`src/rtl/pac_pkg.sv`:
```
// Package: shared types and constants for the password access controller.
// Assumes: three secret kinds with a fixed encoding used at the top ports.
package pac_pkg;
    localparam int NUM_KINDS = 3;

    typedef enum logic [1:0] {
        KIND_READ  = 2'd0,
        KIND_WRITE = 2'd1,
        KIND_OTP   = 2'd2,
        KIND_NONE  = 2'd3
    } kind_e;

    localparam logic [2:0] SIZE_CODE_RESET = 3'd7;
endpackage

```
`src/rtl/pac_secret_bank.sv`:
```
// Secret bank: stores one secret per kind, compares candidates and keeps the
// session unlock flags. Assumes one operation per cycle on the pw_* inputs.
// A load of a kind is accepted only while that kind is unlocked.
module pac_secret_bank #(
    parameter int PW_W  = 64,
    parameter int KINDS = pac_pkg::NUM_KINDS
) (
    input  logic             clk,
    input  logic             rst_n,
    input  logic             pw_valid,
    input  logic             pw_set,
    input  logic [1:0]       pw_kind,
    input  logic [PW_W-1:0]  pw_value,
    output logic [KINDS-1:0] unlock,
    output logic             bad_entry
);
    logic [KINDS-1:0] match_vec;
    logic [KINDS-1:0] unlock_q;
    logic             compare;

    assign compare = pw_valid && !pw_set;

    for (genvar k = 0; k < KINDS; k++) begin : g_slot
        logic [PW_W-1:0] slot_q;
        logic            sel;

        assign sel          = (pw_kind == 2'(k));
        assign match_vec[k] = sel && (pw_value == slot_q);

        // Replace the stored secret when a load targets an unlocked slot.
        always_ff @(posedge clk) begin
            if (!rst_n)
                slot_q <= '0;
            else if (pw_valid && pw_set && sel && unlock_q[k])
                slot_q <= pw_value;
        end


        locked_load_ignored_chk: assert property (@(posedge clk) disable iff (!rst_n)
            (pw_valid && pw_set && sel && !unlock_q[k]) |=> $stable(slot_q));
    end

    // Open the matching flag on a good compare, close all on a bad one.
    always_ff @(posedge clk) begin
        if (!rst_n)
            unlock_q <= '0;
        else if (compare)
            unlock_q <= (|match_vec) ? (unlock_q | match_vec) : '0;
    end

    assign bad_entry = compare && !(|match_vec);
    assign unlock    = unlock_q;


    bad_closes_flags_chk: assert property (@(posedge clk) disable iff (!rst_n)
        bad_entry |=> (unlock == '0));


    flags_only_open_on_compare_chk: assert property (@(posedge clk) disable iff (!rst_n)
        !compare |=> $stable(unlock));
endmodule

```
`src/rtl/pac_tamper.sv`:
```
// Tamper counter: counts bad secret entries since power-on, saturating at the
// limit, and latches the tamper bit when the limit is reached. Good entries
// never touch the count. Assumes bad_entry is a one-cycle strobe.
module pac_tamper #(
    parameter int LIMIT = 8
) (
    input  logic clk,
    input  logic rst_n,
    input  logic bad_entry,
    output logic tamper
);
    localparam int CNT_W = $clog2(LIMIT + 1);
    localparam logic [CNT_W-1:0] LIM_V = CNT_W'(LIMIT);

    logic [CNT_W-1:0] cnt_q;
    logic             tamper_q;

    // Count bad entries up to the limit.
    always_ff @(posedge clk) begin
        if (!rst_n)
            cnt_q <= '0;
        else if (bad_entry && cnt_q != LIM_V)
            cnt_q <= cnt_q + 1'b1;
    end

    // Latch tamper on the entry that brings the count to the limit.
    always_ff @(posedge clk) begin
        if (!rst_n)
            tamper_q <= 1'b0;
        else if (bad_entry && cnt_q == LIM_V - 1'b1)
            tamper_q <= 1'b1;
    end

    assign tamper = tamper_q;


    count_saturates_chk: assert property (@(posedge clk) disable iff (!rst_n)
        cnt_q <= LIM_V);


    tamper_sticky_chk: assert property (@(posedge clk) disable iff (!rst_n)
        tamper_q |=> tamper_q);


    tamper_at_limit_chk: assert property (@(posedge clk) disable iff (!rst_n)
        tamper_q == (cnt_q == LIM_V));
endmodule

```
`src/rtl/pac_region.sv`:
```
// Region decoder: holds the size code and lock-enable bit, applies the
// write-protect lock, and flags addresses inside the protected span that
// starts at address 0. Assumes ADDR_W >= 13 so every table entry fits.
module pac_region #(
    parameter int ADDR_W = 13
) (
    input  logic              clk,
    input  logic              rst_n,
    input  logic              cfg_wr,
    input  logic [2:0]        cfg_size,
    input  logic              cfg_lock,
    input  logic              wp,
    input  logic [ADDR_W-1:0] addr,
    output logic              in_region
);
    localparam int LIM_W = ADDR_W + 1;

    logic [2:0]       size_q;
    logic             lock_q;
    logic             frozen;
    logic [LIM_W-1:0] limit;

    assign frozen = wp && lock_q;

    // Accept configuration writes unless frozen by pin and lock bit.
    always_ff @(posedge clk) begin
        if (!rst_n) begin
            size_q <= pac_pkg::SIZE_CODE_RESET;
            lock_q <= 1'b0;
        end else if (cfg_wr && !frozen) begin
            size_q <= cfg_size;
            lock_q <= cfg_lock;
        end
    end

    // Translate the size code into a byte limit.
    always_comb begin
        case (size_q)
            3'd0:    limit = LIM_W'(64);
            3'd1:    limit = LIM_W'(128);
            3'd2:    limit = LIM_W'(256);
            3'd3:    limit = LIM_W'(512);
            3'd4:    limit = LIM_W'(2048);
            3'd5:    limit = LIM_W'(4096);
            3'd6:    limit = LIM_W'(1) << ADDR_W;
            default: limit = '0;
        endcase
    end

    assign in_region = ({1'b0, addr} < limit);


    frozen_cfg_stable_chk: assert property (@(posedge clk) disable iff (!rst_n)
        frozen |=> ($stable(size_q) && $stable(lock_q)));
endmodule

```
`src/rtl/pwd_access_ctrl.sv`:
```
// Password access controller top: combines the secret bank, tamper counter
// and region decoder, and grants or refuses each array access in the cycle
// it is presented. Assumes the array read data is valid in the same cycle.
module pwd_access_ctrl #(
    parameter int          PW_W       = 64,
    parameter int          ADDR_W     = 13,
    parameter int          DATA_W     = 8,
    parameter int          TAMPER_LIM = 8,
    parameter int          TAMPER_BIT = 31,
    parameter logic [31:0] ID_BASE    = 32'h1A5C_0003
) (
    input  logic              clk,
    input  logic              rst_n,
    input  logic              pw_valid,
    input  logic              pw_set,
    input  logic [1:0]        pw_kind,
    input  logic [PW_W-1:0]   pw_value,
    input  logic              cfg_wr,
    input  logic [2:0]        cfg_size,
    input  logic              cfg_lock,
    input  logic              wp,
    input  logic              acc_valid,
    input  logic              acc_write,
    input  logic              acc_otp,
    input  logic [ADDR_W-1:0] acc_addr,
    input  logic [DATA_W-1:0] arr_rdata,
    output logic              arr_rd_en,
    output logic              arr_wr_en,
    output logic [DATA_W-1:0] rd_data,
    output logic              err_pulse,
    output logic [31:0]       dev_id
);
    import pac_pkg::*;

    logic [NUM_KINDS-1:0] unlock;
    logic                 bad_entry;
    logic                 tamper;
    logic                 in_region;
    logic                 read_ok;
    logic                 write_ok;
    logic                 err_q;

    pac_secret_bank #(.PW_W(PW_W), .KINDS(NUM_KINDS)) u_bank (
        .clk(clk), .rst_n(rst_n), .pw_valid(pw_valid), .pw_set(pw_set),
        .pw_kind(pw_kind), .pw_value(pw_value),
        .unlock(unlock), .bad_entry(bad_entry)
    );

    pac_tamper #(.LIMIT(TAMPER_LIM)) u_tamper (
        .clk(clk), .rst_n(rst_n), .bad_entry(bad_entry), .tamper(tamper)
    );

    pac_region #(.ADDR_W(ADDR_W)) u_region (
        .clk(clk), .rst_n(rst_n), .cfg_wr(cfg_wr), .cfg_size(cfg_size),
        .cfg_lock(cfg_lock), .wp(wp), .addr(acc_addr), .in_region(in_region)
    );

    // Decide permission from target space, region and session flags.
    always_comb begin
        if (acc_otp) begin
            read_ok  = 1'b1;
            write_ok = unlock[KIND_OTP];
        end else begin
            read_ok  = !in_region || unlock[KIND_READ];
            write_ok = !in_region || unlock[KIND_WRITE];
        end
    end

    assign arr_rd_en = acc_valid && !acc_write && read_ok;
    assign arr_wr_en = acc_valid && acc_write && write_ok;
    assign rd_data   = arr_rd_en ? arr_rdata : '1;

    // Flag a refused write for one cycle.
    always_ff @(posedge clk) begin
        if (!rst_n)
            err_q <= 1'b0;
        else
            err_q <= acc_valid && acc_write && !write_ok;
    end

    assign err_pulse = err_q;

    // Insert the tamper bit into the ID word.
    always_comb begin
        dev_id             = ID_BASE;
        dev_id[TAMPER_BIT] = tamper;
    end


    refused_write_flags_chk: assert property (@(posedge clk) disable iff (!rst_n)
        (acc_valid && acc_write && !arr_wr_en) |=> err_pulse);


    protected_write_needs_flag_chk: assert property (@(posedge clk) disable iff (!rst_n)
        (arr_wr_en && !acc_otp && in_region) |-> unlock[KIND_WRITE]);


    refused_read_all_ones_chk: assert property (@(posedge clk) disable iff (!rst_n)
        (acc_valid && !acc_write && !arr_rd_en) |-> (rd_data == '1));


    otp_write_needs_flag_chk: assert property (@(posedge clk) disable iff (!rst_n)
        (arr_wr_en && acc_otp) |-> unlock[KIND_OTP]);


    id_tamper_sticky_chk: assert property (@(posedge clk) disable iff (!rst_n)
        dev_id[TAMPER_BIT] |=> dev_id[TAMPER_BIT]);
endmodule

```
`config.mk`:
```
export PLATFORM = sky130hd
export DESIGN_NAME = pwd_access_ctrl
export DESIGN_NICKNAME = d
export VERILOG_FILES = /design/src/rtl/pac_pkg.sv /design/src/rtl/pac_secret_bank.sv /design/src/rtl/pac_tamper.sv /design/src/rtl/pac_region.sv /design/src/rtl/pwd_access_ctrl.sv
export SDC_FILE = /design/constraint.sdc
export NUM_CORES = 1
export LEC_CHECK = 0
export BUFFER_PORTS_ARGS = -buffer_cell sky130_fd_sc_hd__buf_2
export CAP_MARGIN = 10
export CELL_PAD_IN_SITES_DETAIL_PLACEMENT = 1
export CELL_PAD_IN_SITES_GLOBAL_PLACEMENT = 1
export CORE_UTILIZATION = 34
export DETAILED_ROUTE_END_ITERATION = 10
export PLACE_DENSITY = 0.78
export SYNTH_ARGS = -nofsm -noshare
export SYNTH_HDL_FRONTEND = slang
export SYNTH_SLANG_ARGS = --single-unit
```
`constraint.sdc`:
```
create_clock -name clk -period 3.8 [get_ports clk]
set_clock_uncertainty 0.2 [all_clocks]
set_input_delay 0.76 -clock clk [delete_from_list [all_inputs] [get_ports clk]]
set_output_delay 0.76 -clock clk [all_outputs]
set_load 0.1 [all_outputs]
```
---- Word level (Yosys, flattened, before mapping) ----
Cells that the tools add are included.
storage, ports and cells
  register bits after elaboration ......... 205
  latch bits .............................. 0
  bits in writable memories ............... 0
  ROM bits ................................ 0
  bits of input ports ..................... 100
  output and inout port bits .............. 43
  memories ................................ 0
cells by class
  $add $sub $neg .......................... 1
  multipliers ............................. 0
  div/mod/pow operators ................... 0
  magnitude comparators ................... 1
  equal/unequal tests ..................... 13
  shift operators ......................... 0
  mux-type cells .......................... 5
  bitwise operators ....................... 1
  reduce and logical (&&, ||, !) cells .... 32
operators with widths
  operator               number
  $eq A64 B64 Y1         3
  $pmux W14 S7           1
  $logic_and A1 B1 Y1    21
  $lt A13 B14 Y1         1
  $eq A3 B3 Y1 const B   3
  $mux W8                1
  $eq A3 B2 Y1 const B   2
  $logic_not A1 Y1       6
  $add A4 B1 Y4 const B  1
  $eq A4 B3 Y1 const B   1
  $ne A4 B4 Y1 const B   1
  $eq A3 B1 Y1 const B   1
  $logic_not A3 Y1       1
  $mux W3                1
  $or A3 B3 Y3           1
  $reduce_or A3 Y1       1
  $eq A2 B1 Y1 const B   1
  $eq A2 B2 Y1 const B   1
  $logic_not A2 Y1       1
  $logic_or A1 B1 Y1     2
  $mux W1                2

---- Logic depth before layout (Yosys ltp) ----
Gate-level depths: netlist (run 1).
  word-level depth ........................ 8
  mapped depth ............................ 10

---- By module ----
From an unflattened synthesis (run 1), not the netlist that was laid out.
second synthesis, totals
  cell total of the unflattened synthesis .. 1323
  area, all modules ....................... 10588.9 um^2
modules (own cells, without submodules)
  module           times used  cells each  area an instance (um^2)
  pac_secret_bank  1           1210        9611.7
  pwd_access_ctrl  1           53          402.9
  pac_region       1           34          335.3
  pac_tamper       1           26          239.0

---- Worst setup path before layout (run 1) ----
No wires, ideal clock.
  path kind ............................... reg-to-output
  start point ............................. register u_region.size_q[0]
  end point ............................... output rd_data[0]
  arrival time ............................ 4.616 ns
  required time ........................... 2.840 ns
  path slack .............................. -1.776 ns
  stages on the path, launching flop included .. 11
  path buffers ............................ 0
  path through ............................ dfxtp_1 -> inv_1 -> or3_1 -> ha_1 -> o41a_1 -> o21a_1 -> o21a_1 -> o311ai_0 -> a32o_1 -> a21oi_1 -> nand2b_1
on the way
  word-level cells in the longest chain between the ends .. 8
  elaborated cells on any way between the ends .. 14
ends and longest elaborated chain
  what                                  RTL line               source
  start, declared                       pac_region.sv:18       logic [2:0] size_q;
  start signal, assigned                pac_region.sv:28       size_q <= pac_pkg::SIZE_CODE_RESET;
  start signal, assigned                pac_region.sv:31       size_q <= cfg_size;
  $eq A3 B3 Y1 (tied with other cells)  pac_region.sv:38       case (size_q)
  $pmux W14 S7 *                        pac_region.sv:38
  $lt A13 B14 Y1 *                      pac_region.sv:50       assign in_region = ({1'b0, addr} < limit);
  $logic_not A1 Y1 *                    pwd_access_ctrl.sv:64  read_ok = !in_region || unlock[KIND_READ];
  $logic_or A1 B1 Y1 *                  pwd_access_ctrl.sv:64
  $mux W1 *                             pwd_access_ctrl.sv:60  if (acc_otp) begin
  $logic_and A1 B1 Y1 *                 pwd_access_ctrl.sv:69  assign arr_rd_en = acc_valid && !acc_write && read_ok;
  named net arr_rd_en                   pwd_access_ctrl.sv:27  output logic arr_rd_en,
  $mux W8 *                             pwd_access_ctrl.sv:71  assign rd_data = arr_rd_en ? arr_rdata : '1;
  end, declared                         pwd_access_ctrl.sv:29  output logic [DATA_W-1:0] rd_data,
Mark *: on every way through the listed nets, which the timed path passes. The rest lies on a longest branch.

---- Worst setup path after layout (run 1) ----
  start point ............................. register u_region.size_q[0]
  end point ............................... output rd_data[3]
on the way
  word-level cells in the longest chain between the ends .. 8
  elaborated cells on any way between the ends .. 14
ends and longest elaborated chain
  what                                  RTL line
  $eq A3 B3 Y1 (tied with other cells)  pac_region.sv:38
  $pmux W14 S7 *                        pac_region.sv:38
  $lt A13 B14 Y1 *                      pac_region.sv:50
  $logic_not A1 Y1 *                    pwd_access_ctrl.sv:64
  $logic_or A1 B1 Y1 *                  pwd_access_ctrl.sv:64
  $mux W1 *                             pwd_access_ctrl.sv:60
  $logic_and A1 B1 Y1 *                 pwd_access_ctrl.sv:69
  $mux W8 *                             pwd_access_ctrl.sv:71
Mark *: on every way between the ends. The rest lies on a longest branch, timed or not.

==> impl_metrics.tcl, run 1 <==
set metrics [dict create \
    fin_setup_tns_ns -0.504 \
    htree_levels 1 \
    synth_most_common_cell "nand2_1" \
    setup_violations 9 \
    register_area_um2 4110 \
    p_leak_nw 4.21 \
    fp.dieArea_um2 32000 \
    p_sw_w 0.00133 \
    p_seq_share_pct 44.4 \
    start_util_pct 34.7 \
    synth_top_area_share_pct 38.6 \
    hold_viol 0 \
    row_count 64 \
    drt-initial-drc-count 429 \
    power_density_nw_per_um2 398 \
    slew_violations 0 \
    synth_cell_types 54 \
    drive_above_1_share_pct 13.2 \
    async_flop_share_pct 0 \
    antenna_found_initial 2 \
    synth.ff_latch_count 205 \
    insertion_delay_ns 0.52 \
    fmax_ghz 0.259 \
    io-pin-count 143 \
    yosysSeqAreaShare_pct 38.6 \
    antenna_left 0 \
    slew_headroom_pct 48.3 \
    multi_input_area_um2 5820 \
    synth.avg_cell_area_um2 7.95 \
    coreArea_um2 30700 \
    routed_wl_um 33600 \
    track_usage_pct 21.1 \
    min_period_over_period_pct 102 \
    cts_buffers 23 \
    grt_max_degree 65 \
    synth_top_area_cell "dfxtp_1" \
    violations "negative setup slack" \
    whs_ns 0.268 \
    area_delta_synth_final_pct 14.6 \
    yosysWarnings 0 \
    crit_path_end_kind "output port" \
    die_h_um 179 \
    io_buffers 105 \
    synth.top_cells.by_count "nand2_1 (398), dfxtp_1 (205), a21boi_0 (193)" \
    cts-root-buf "clkbuf_16" \
    grt_pass1_vias 9116 \
    cts_sinks 205 \
    grt_pass1_wl_um 51400 \
    tightest_slew_ns 0.768 \
    crit_arrival_ns 2.90 \
    syn_area_um2 10600 \
    crit_type "reg2out" \
    hpwl_um 24200 \
    status "finished, violations left" \
    die_w_um 179 \
    clkTransAtPathRegs_ns 0.06 \
    nets 1474 \
    cp-start-kind "flip-flop" \
    min_period_ns 3.86 \
    routabilityCongestion 0.848 \
    internal_power_w 0.00353 \
    avgViaCountPerCell 5.09 \
    hp-class "reg2reg" \
    netlist_instances 1338 \
    vdd_drop_max_mv 0.374 \
    synth_edf_count 0 \
    grt_overflow_total 0 \
    crit_path_max_fanout 9 \
    p_comb_share_pct 12.0 \
    firstDrtPassIters 4 \
    rsz0062_at_grt "yes" \
    p_sw_share_pct 27.4 \
    synth_ff_type "dfxtp_1" \
    synth.area.top_cells "dfxtp_1 (39%), nand2_1 (14%), a21boi_0 (14%)" \
    required_ns 2.84 \
    clock_path_buffers 3 \
    fin_ws_ns -0.0627 \
    drc_errors 0 \
    tritoncts "done" \
    fillerInstances 3706 \
    clock_power_share_pct 43.6 \
    vias 9072 \
    wl_per_cell_um 18.8 \
    maxCapViolations 0 \
]
==> state kept, by name, summed over array words and instances (netlist names) <==
name                  flops
u_tamper.cnt_q            4
u_bank.g_slot.slot_q    192
u_region.lock_q           1
u_tamper.tamper           1
err_pulse                 1
u_bank.unlock             3
u_region.size_q           3
==> critical path, cell delays in order, from the launching register on <==
cell and delay, ns:
dfxtp_2 0.34, inv_2 0.06, or3_1 0.35, ha_1 0.28, o41a_1 0.11, o21a_1 0.18
o21a_1 0.17, o311ai_2 0.21, a32o_2 0.22, a21oi_4 0.07, buf_12 0.15, nand2b_2 0.09
buf_12 0.17
==> placed cells by master (no fill, tap or decap), types with 3 or more instances in the layout <==
master,instances
conb_1,31
clkinv_2,4
nor4_1,23
a22o_1,4
clkbuf_8,4
buf_4,17
nand4_1,27
mux2i_1,4
a21oi_1,5
xor2_1,53
buf_2,94
a2111oi_0,3
a21boi_0,193
a2111o_1,3
clkbuf_16,23
dfxtp_1,203
ha_1,7
nand2b_1,20
o2111ai_1,6
nand2b_2,8
nor2_1,7
clkbuf_1,8
nand3b_1,5
buf_12,16
inv_1,40
nor3_1,5
nand3_1,5
o221ai_1,4
o22ai_1,11
nor2b_1,17
xnor2_1,91
nand2_1,398
==> final timing paths <==
| path | to | slack (ns) | from | cells past startpoint |
|---|---|---|---|---|
| worst min-delay path | u_bank.g_slot[1].slot_q[51]$_SDFFE_PN0P_ | 0.27 | u_bank.g_slot[1].slot_q[51]$_SDFFE_PN0P_ | 2 |
| worst min register to register | u_bank.g_slot[1].slot_q[51]$_SDFFE_PN0P_ | 0.27 | u_bank.g_slot[1].slot_q[51]$_SDFFE_PN0P_ | 2 |
| worst max register to register | u_tamper.cnt_q[2]$_SDFFE_PN0P_ | 0.97 | u_bank.g_slot[1].slot_q[59]$_SDFFE_PN0P_ | 7 |
| worst max-delay path | rd_data[3] | -0.06 | u_region.size_q[0]$_SDFFE_PN1P_ | 12 |
==> power by group through the flow <==
stage          sequential [W]  combinational (W)  clock (W)
4_1_cts               0.00216           0.000583    0.00215
3_3_place_gp          0.00221           0.000565          0
3_5_place_dp          0.00221           0.000572          0
2_1_floorplan         0.00221           0.000432          0
6_report              0.00216           0.000583    0.00212
5_1_grt               0.00216           0.000616    0.00224
==> logic make-up (layout without fill, tap and decap cells) <==
logic type | Yosys count | after routing | synth area share (%)
muxes | 4 | 4 | 0.376
adders and majority gates | 7 | 7 | 0.823
AOI/OAI and AO/OA | 250 | 250 | 17.9
other | 2 | 33 | 0.0706
xor gates and xnor gates | 144 | 144 | 11.9
DFF | 205 | 205 | 38.6
buffers and inverters | 193 | 209 | 8.31
and+or+nand+nor | 533 | 533 | 22.1
==> layer usage <==
metal / part of all wire [%] / wire [um] / global-route usage [%]
met1: 43 / 14600 / 26.6
met2: 46 / 15500 / 35.2
met3: 6.1 / 2060 / 4.01
met4: 4.1 / 1370 / 8.51
met5: 0 / 0 / 0
==> metrics by stage <==
stage	area (um^2)	power, W	worst slack (ns)	utilization, %	instances
floorplan	10800	0.00264	-0.169	-	1367
global placement	11400	0.00277	0.147	37.3	1736
detailed placement	11400	0.00278	0.119	37.3	1736
CTS	12200	0.00489	-0.131	39.7	1779
global route	12200	0.00502	-0.159	39.8	1779
finish	12200	0.00486	-0.0627	39.8	1781
==> final cells by class <==
class / count / area share (%)
antenna: 2 / 0.0410
clock buffer: 35 / 5.42
clock inverter: 6 / 0.308
inverter: 41 / 1.26
multi-input combinational: 969 / 47.7
sequential: 205 / 33.7
tap: 396 / 4.06
timing repair buffer: 127 / 7.53
==> what timing repair did <==
action	CTS	global route
endpoints found under the hold margin	0	0
gates resized for setup	8	2
endpoints found under the setup margin	10	10
pin swaps	3	3
hold buffers	0	0
buffers inserted	2	7
Note: power is estimated with default switching activity, not from simulation.
==> inputs of run 2 (changes only) <==
- CTS_CLUSTER_DIAMETER: not set -> 200
- SKIP_CTS_REPAIR_TIMING: not set -> 1
==> run 2 against run 1 <==
The flow still finishes with violations (negative setup slack). Sequential cell count unchanged. Clock power is essentially flat. Register-to-register slack got worse by 0.03 ns. Fmax is 1.1% lower. First-iteration DRC count grew 6.1%. Via count fell by 0.28%. Sequential power is essentially flat.
==> impl_metrics.tcl, run 2 (same netlist as run 1, synthesis figures left out) <==
set metrics [dict create \
    status "finished, violations left" \
    violations "negative setup slack" \
    largest_register_ffs 192 \
    area_delta_synth_final_pct 14.7 \
    clock_path_buffers 3 \
    fillerInstances 3705 \
    crit_family "compound AO/OA/AOI/OAI gates" \
    p_leak_nw 4.22 \
    min_period_over_period_pct 103 \
    tightest_slew_ns 0.774 \
    io_buffers 105 \
    routed_wl_um 33600 \
    crit_type "reg2out" \
    maxCapViolations 0 \
    cp_num_buf_inv 3 \
    fmax_ghz 0.256 \
    p_total_w 0.00486 \
    top_regs "u_bank.g_slot.slot_q: 192 flops, u_tamper.cnt_q: 4 flops" \
    routabilityCongestion 0.848 \
    htree_levels 1 \
    wl_per_cell_um 18.9 \
    track_usage_pct 21.1 \
    drt-initial-drc-count 455 \
    setup_violations 9 \
    required_ns 2.84 \
    grt_max_degree 65 \
    layout_common_cells "nand2_1 (398), dfxtp_1 (203), a21boi_0 (193), buf_2 (94), xnor2_1 (91)" \
    slew_violations 0 \
    drc_errors 0 \
    cts_buffers 23 \
    cp_cell_sequence "inv_2, or3_1, ha_1, o41a_1, o21a_1, o21a_1, o311ai_2, a32o_2, a21oi_4, buf_12, nand2b_2, buf_12" \
    insertion_delay_ns 0.52 \
    slowest_delay_ns 0.35 \
    min_period_ns 3.90 \
    antenna_left 0 \
    crit_arrival_ns 2.94 \
    cpMaxStageDelayCell "dfxtp_2" \
    mostFrequentLayoutCell "nand2_1" \
    firstDrtPassIters 5 \
    hp-class "reg2reg" \
    grt_pass1_wl_um 51300 \
    vias 9047 \
    io-pin-count 143 \
    die_w_um 179 \
    slew_headroom_pct 47.1 \
    coreArea_um2 30700 \
    dp_slack_ns 0.119 \
    power_density_nw_per_um2 398 \
    fin_ws_ns -0.104 \
    drive_above_1_share_pct 13.2 \
    cp-start-kind "flip-flop" \
    row_count 64 \
    antenna_found_initial 2 \
    die_h_um 179 \
    grt_pass1_vias 9112 \
    grt_overflow_total 0 \
    top_register "u_bank.g_slot.slot_q" \
    rsz0062_at_grt "yes" \
    cts-root-buf "clkbuf_16" \
    start_util_pct 34.7 \
    crit_path_end_kind "output port" \
    clkTransAtPathRegs_ns 0.06 \
    nets 1474 \
    vdd_drop_max_mv 0.372 \
    fp.dieArea_um2 32000 \
    hpwl_um 24200 \
    crit_path_max_fanout 9 \
    tritoncts "done" \
    avgViaCountPerCell 5.08 \
    cts_sinks 205 \
    hold_viol 0 \
]
run 2: cell types whose count changed in the layout (fill, tap and decap cells not counted):
| cell | delta |
|---|---|
| buf_12 | -1 |
| buf_8 | +1 |
| diode_2 | -1 |
| nand2b_2 | -3 |
| nand2b_4 | +3 |
run 2: per-layer routing:
metal / vias up / part of all wire [%] / global-route usage [%]
met5: - / 0 / 0
met4: 0 / 4.1 / 8.51
met3: 63 / 5.6 / 4.01
met2: 228 / 46 / 35.1
met1: 4410 / 44 / 26.6
li1: 4346 / - / -
run 2: cell type report:
type / count / area [um^2] / share of cell area (%)
multi-input cells: 969 / 5840 / 47.8
flip-flops and latches: 205 / 4110 / 33.6
repair buffers: 127 / 913 / 7.48
clock buffers: 35 / 661 / 5.41
well taps: 396 / 495 / 4.06
inverters: 41 / 154 / 1.26
clock inverters: 6 / 37.5 / 0.308
diodes: 1 / 2.50 / 0.0205
run 2: worst min-delay path, cell delays in order, from the launching register on:
cell	delay (ns)
dfxtp_1	0.31
nand2_1	0.05
a21boi_0	0.06
run 2: stage by stage:
| stage | cells | setup TNS, ns | cell area [um^2] | hold WS, ns | util (%) |
|---|---|---|---|---|---|
| after floorplan | 1367 | -1.35 | 10800 | 0.243 | - |
| after global placement | 1736 | 0 | 11400 | 0.250 | 37.3 |
| after detailed placement | 1736 | 0 | 11400 | 0.260 | 37.3 |
| after CTS | 1777 | -2.91 | 12100 | 0.260 | 39.6 |
| after global routing | 1779 | -1.91 | 12200 | 0.282 | 39.8 |
| final | 1780 | -0.776 | 12200 | 0.268 | 39.8 |
run 2: power by group:
group | internal, W | leakage, nW | switching [W] | total (W)
clock | 0.00120 | 0.346 | 0.000918 | 0.00212
combinational | 0.000174 | 2.23 | 0.000412 | 0.000586
sequential | 0.00215 | 1.65 | 0.00000505 | 0.00216
run 2: path summary, 6_finish.rpt:
kind / start / to / slack [ns] / depth (start not counted)
worst max register to register: u_bank.g_slot[1].slot_q[59]$_SDFFE_PN0P_ / u_tamper.cnt_q[2]$_SDFFE_PN0P_ / 0.94 / 7
worst min-delay path: u_bank.g_slot[1].slot_q[51]$_SDFFE_PN0P_ / u_bank.g_slot[1].slot_q[51]$_SDFFE_PN0P_ / 0.27 / 2
worst max-delay path: u_region.size_q[0]$_SDFFE_PN1P_ / rd_data[1] / -0.10 / 12
worst min register to register: u_bank.g_slot[1].slot_q[51]$_SDFFE_PN0P_ / u_bank.g_slot[1].slot_q[51]$_SDFFE_PN0P_ / 0.27 / 2
==> inputs of run 3 (changes only) <==
- CORE_ASPECT_RATIO: not set -> 2
==> run 3 against run 2 <==
The flow still finishes with violations (negative setup slack). Count of clock-buffer cells in the layout down 11. Die area up 0.13%. Critical path depth up 1. Combinational power up 4.6%. Design area up 0.69%. Final cell count up 1.6%. Fmax down 1.8%. Sequential cell count unchanged. Sequential share of layout area down 0.23 points. Worst setup slack worse by 0.071 ns. Non-clock buffer count up 11. Worst hold slack better by 0.0014 ns.
==> impl_metrics.tcl, run 3 (same netlist as run 1, synthesis figures left out) <==
set metrics [dict create \
    status "finished, violations left" \
    violations "negative setup slack" \
    holdPathEnd "u_region.size_q[2]$_SDFFE_PN1P_" \
    cts_buffers 19 \
    largest_register_ffs 192 \
    tritoncts "done" \
    reg2reg_slack_ns 0.98 \
    rsz0062_at_grt "yes" \
    cp-start-kind "flip-flop" \
    area_delta_synth_final_pct 15.5 \
    insertion_delay_ns 0.50 \
    vdd_drop_max_mv 0.223 \
    setup.worst_path.start "u_region.size_q[0]$_SDFFE_PN1P_" \
    ff2ff_path_depth 7 \
    stdcell_count 1808 \
    internal_power_w 0.00352 \
    io-pin-count 143 \
    wl_per_cell_um 20.3 \
    crit_arrival_ns 3.01 \
    crit_path_max_fanout 9 \
    fin_ws_ns -0.175 \
    grt_pass1_vias 9635 \
    start_util_pct 34.5 \
    power_density_nw_per_um2 391 \
    min_period_over_period_pct 105 \
    drt-initial-drc-count 487 \
    vias 9283 \
    cts-root-buf "clkbuf_16" \
    clkTransAtPathRegs_ns 0.07 \
    die_w_um 127 \
    antenna_left 0 \
    multi_input_area_um2 5860 \
    fillerInstances 3726 \
    dp.cells 1767 \
    row_count 91 \
    slew_headroom_pct 42.5 \
    r2r-end "u_tamper.tamper$_SDFFE_PN0P_" \
    utilization_pct 39.8 \
    hold_viol 0 \
    drc_errors 0 \
    min_period_ns 3.97 \
    p_comb_share_pct 12.7 \
    drive_above_1_share_pct 14.1 \
    p_leak_nw 4.24 \
    p_total_w 0.00481 \
    whs_path_depth 3 \
    tightest_slew_ns 0.860 \
    routabilityCongestion 0.913 \
    coreArea_um2 30900 \
    grt_pass1_wl_um 55000 \
    htree_levels 1 \
    r2r-start "u_bank.g_slot[1].slot_q[5]$_SDFFE_PN0P_" \
    avgViaCountPerCell 5.13 \
    top_register "u_bank.g_slot.slot_q" \
    layout_common_cells "nand2_1 (398), dfxtp_1 (203), a21boi_0 (193), buf_2 (94), xnor2_1 (91)" \
    clock_power_share_pct 42.4 \
    fmax_ghz 0.252 \
    hp-class "in2reg" \
    crit_path_end_kind "output port" \
    mostFrequentLayoutCell "nand2_1" \
    die_h_um 252 \
    nets 1481 \
    hpwl_um 27300 \
    crit_type "reg2out" \
    fp.dieArea_um2 32000 \
    p_seq_share_pct 44.9 \
    antenna_found_initial 4 \
    min-delay-start "cfg_size[2]" \
    top_regs "u_bank.g_slot.slot_q: 192 flops, u_tamper.cnt_q: 4 flops" \
    track_usage_pct 22.9 \
    p_sw_w 0.00129 \
    cts_sinks 205 \
    firstDrtPassIters 5 \
    p_sw_share_pct 26.8 \
    setup_violations 10 \
    grt_max_degree 95 \
    dp_slack_ns 0.122 \
    clock_path_buffers 3 \
    register_area_um2 4110 \
    required_ns 2.84 \
    io_buffers 105 \
    slew_violations 0 \
    routed_wl_um 36700 \
    grt_overflow_total 0 \
    maxCapViolations 0 \
]
==> run 3: power by group through the flow <==
| stage | sequential (W) | combinational (W) | clock (W) |
|---|---|---|---|
| floorplan | 0.00221 | 0.000432 | 0 |
| finish | 0.00216 | 0.000613 | 0.00204 |
| detailed placement | 0.00221 | 0.000591 | 0 |
| global placement | 0.00221 | 0.000583 | 0 |
| CTS | 0.00216 | 0.000593 | 0.00208 |
| global route | 0.00216 | 0.000639 | 0.00215 |
==> run 3: worst max-delay path, stage by stage (launching register included) <==
cell and delay (ns):
dfxtp_2 0.36, inv_4 0.05, or3_4 0.38, ha_4 0.21, o41a_1 0.10, o21a_1 0.19, o21a_1 0.18, o311ai_2 0.26
a32o_2 0.19, buf_6 0.10, a21oi_4 0.05, buf_12 0.15, nand2b_2 0.10, buf_12 0.18
==> run 3: worst max path at each step <==
stage,cells past startpoint,to
after floorplan,10,rd_data[0]
after global placement,10,arr_wr_en
after detailed placement,12,rd_data[2]
after CTS,12,rd_data[2]
after global routing,13,rd_data[0]
final,13,rd_data[0]
==> run 3: per-layer routing <==
metal,wire length [um],vias to the layer above,track usage [%]
met5,0,-,0
met4,3670,0,21.4
met3,1020,112,2.24
met2,19500,219,43.3
met1,12600,4593,21.2
li1,-,4359,-
==> run 3: per-stage QoR <==
step	area [um^2]	hold WS, ns	setup TNS [ns]
after floorplan	10800	0.243	-1.35
after CTS	12200	0.261	-4.03
final	12300	0.269	-1.49
after global placement	11500	0.250	0
after detailed placement	11500	0.254	0
after global routing	12300	0.282	-2.51
==> run 3: final cells by class <==
type / count / area share, %
multi-input combinational: 969 / 47.7
inverter: 41 / 1.27
clock inverter: 8 / 0.937
antenna: 5 / 0.102
tap: 418 / 4.26
clock buffer: 24 / 4.27
timing repair buffer: 138 / 8.07
sequential: 205 / 33.4
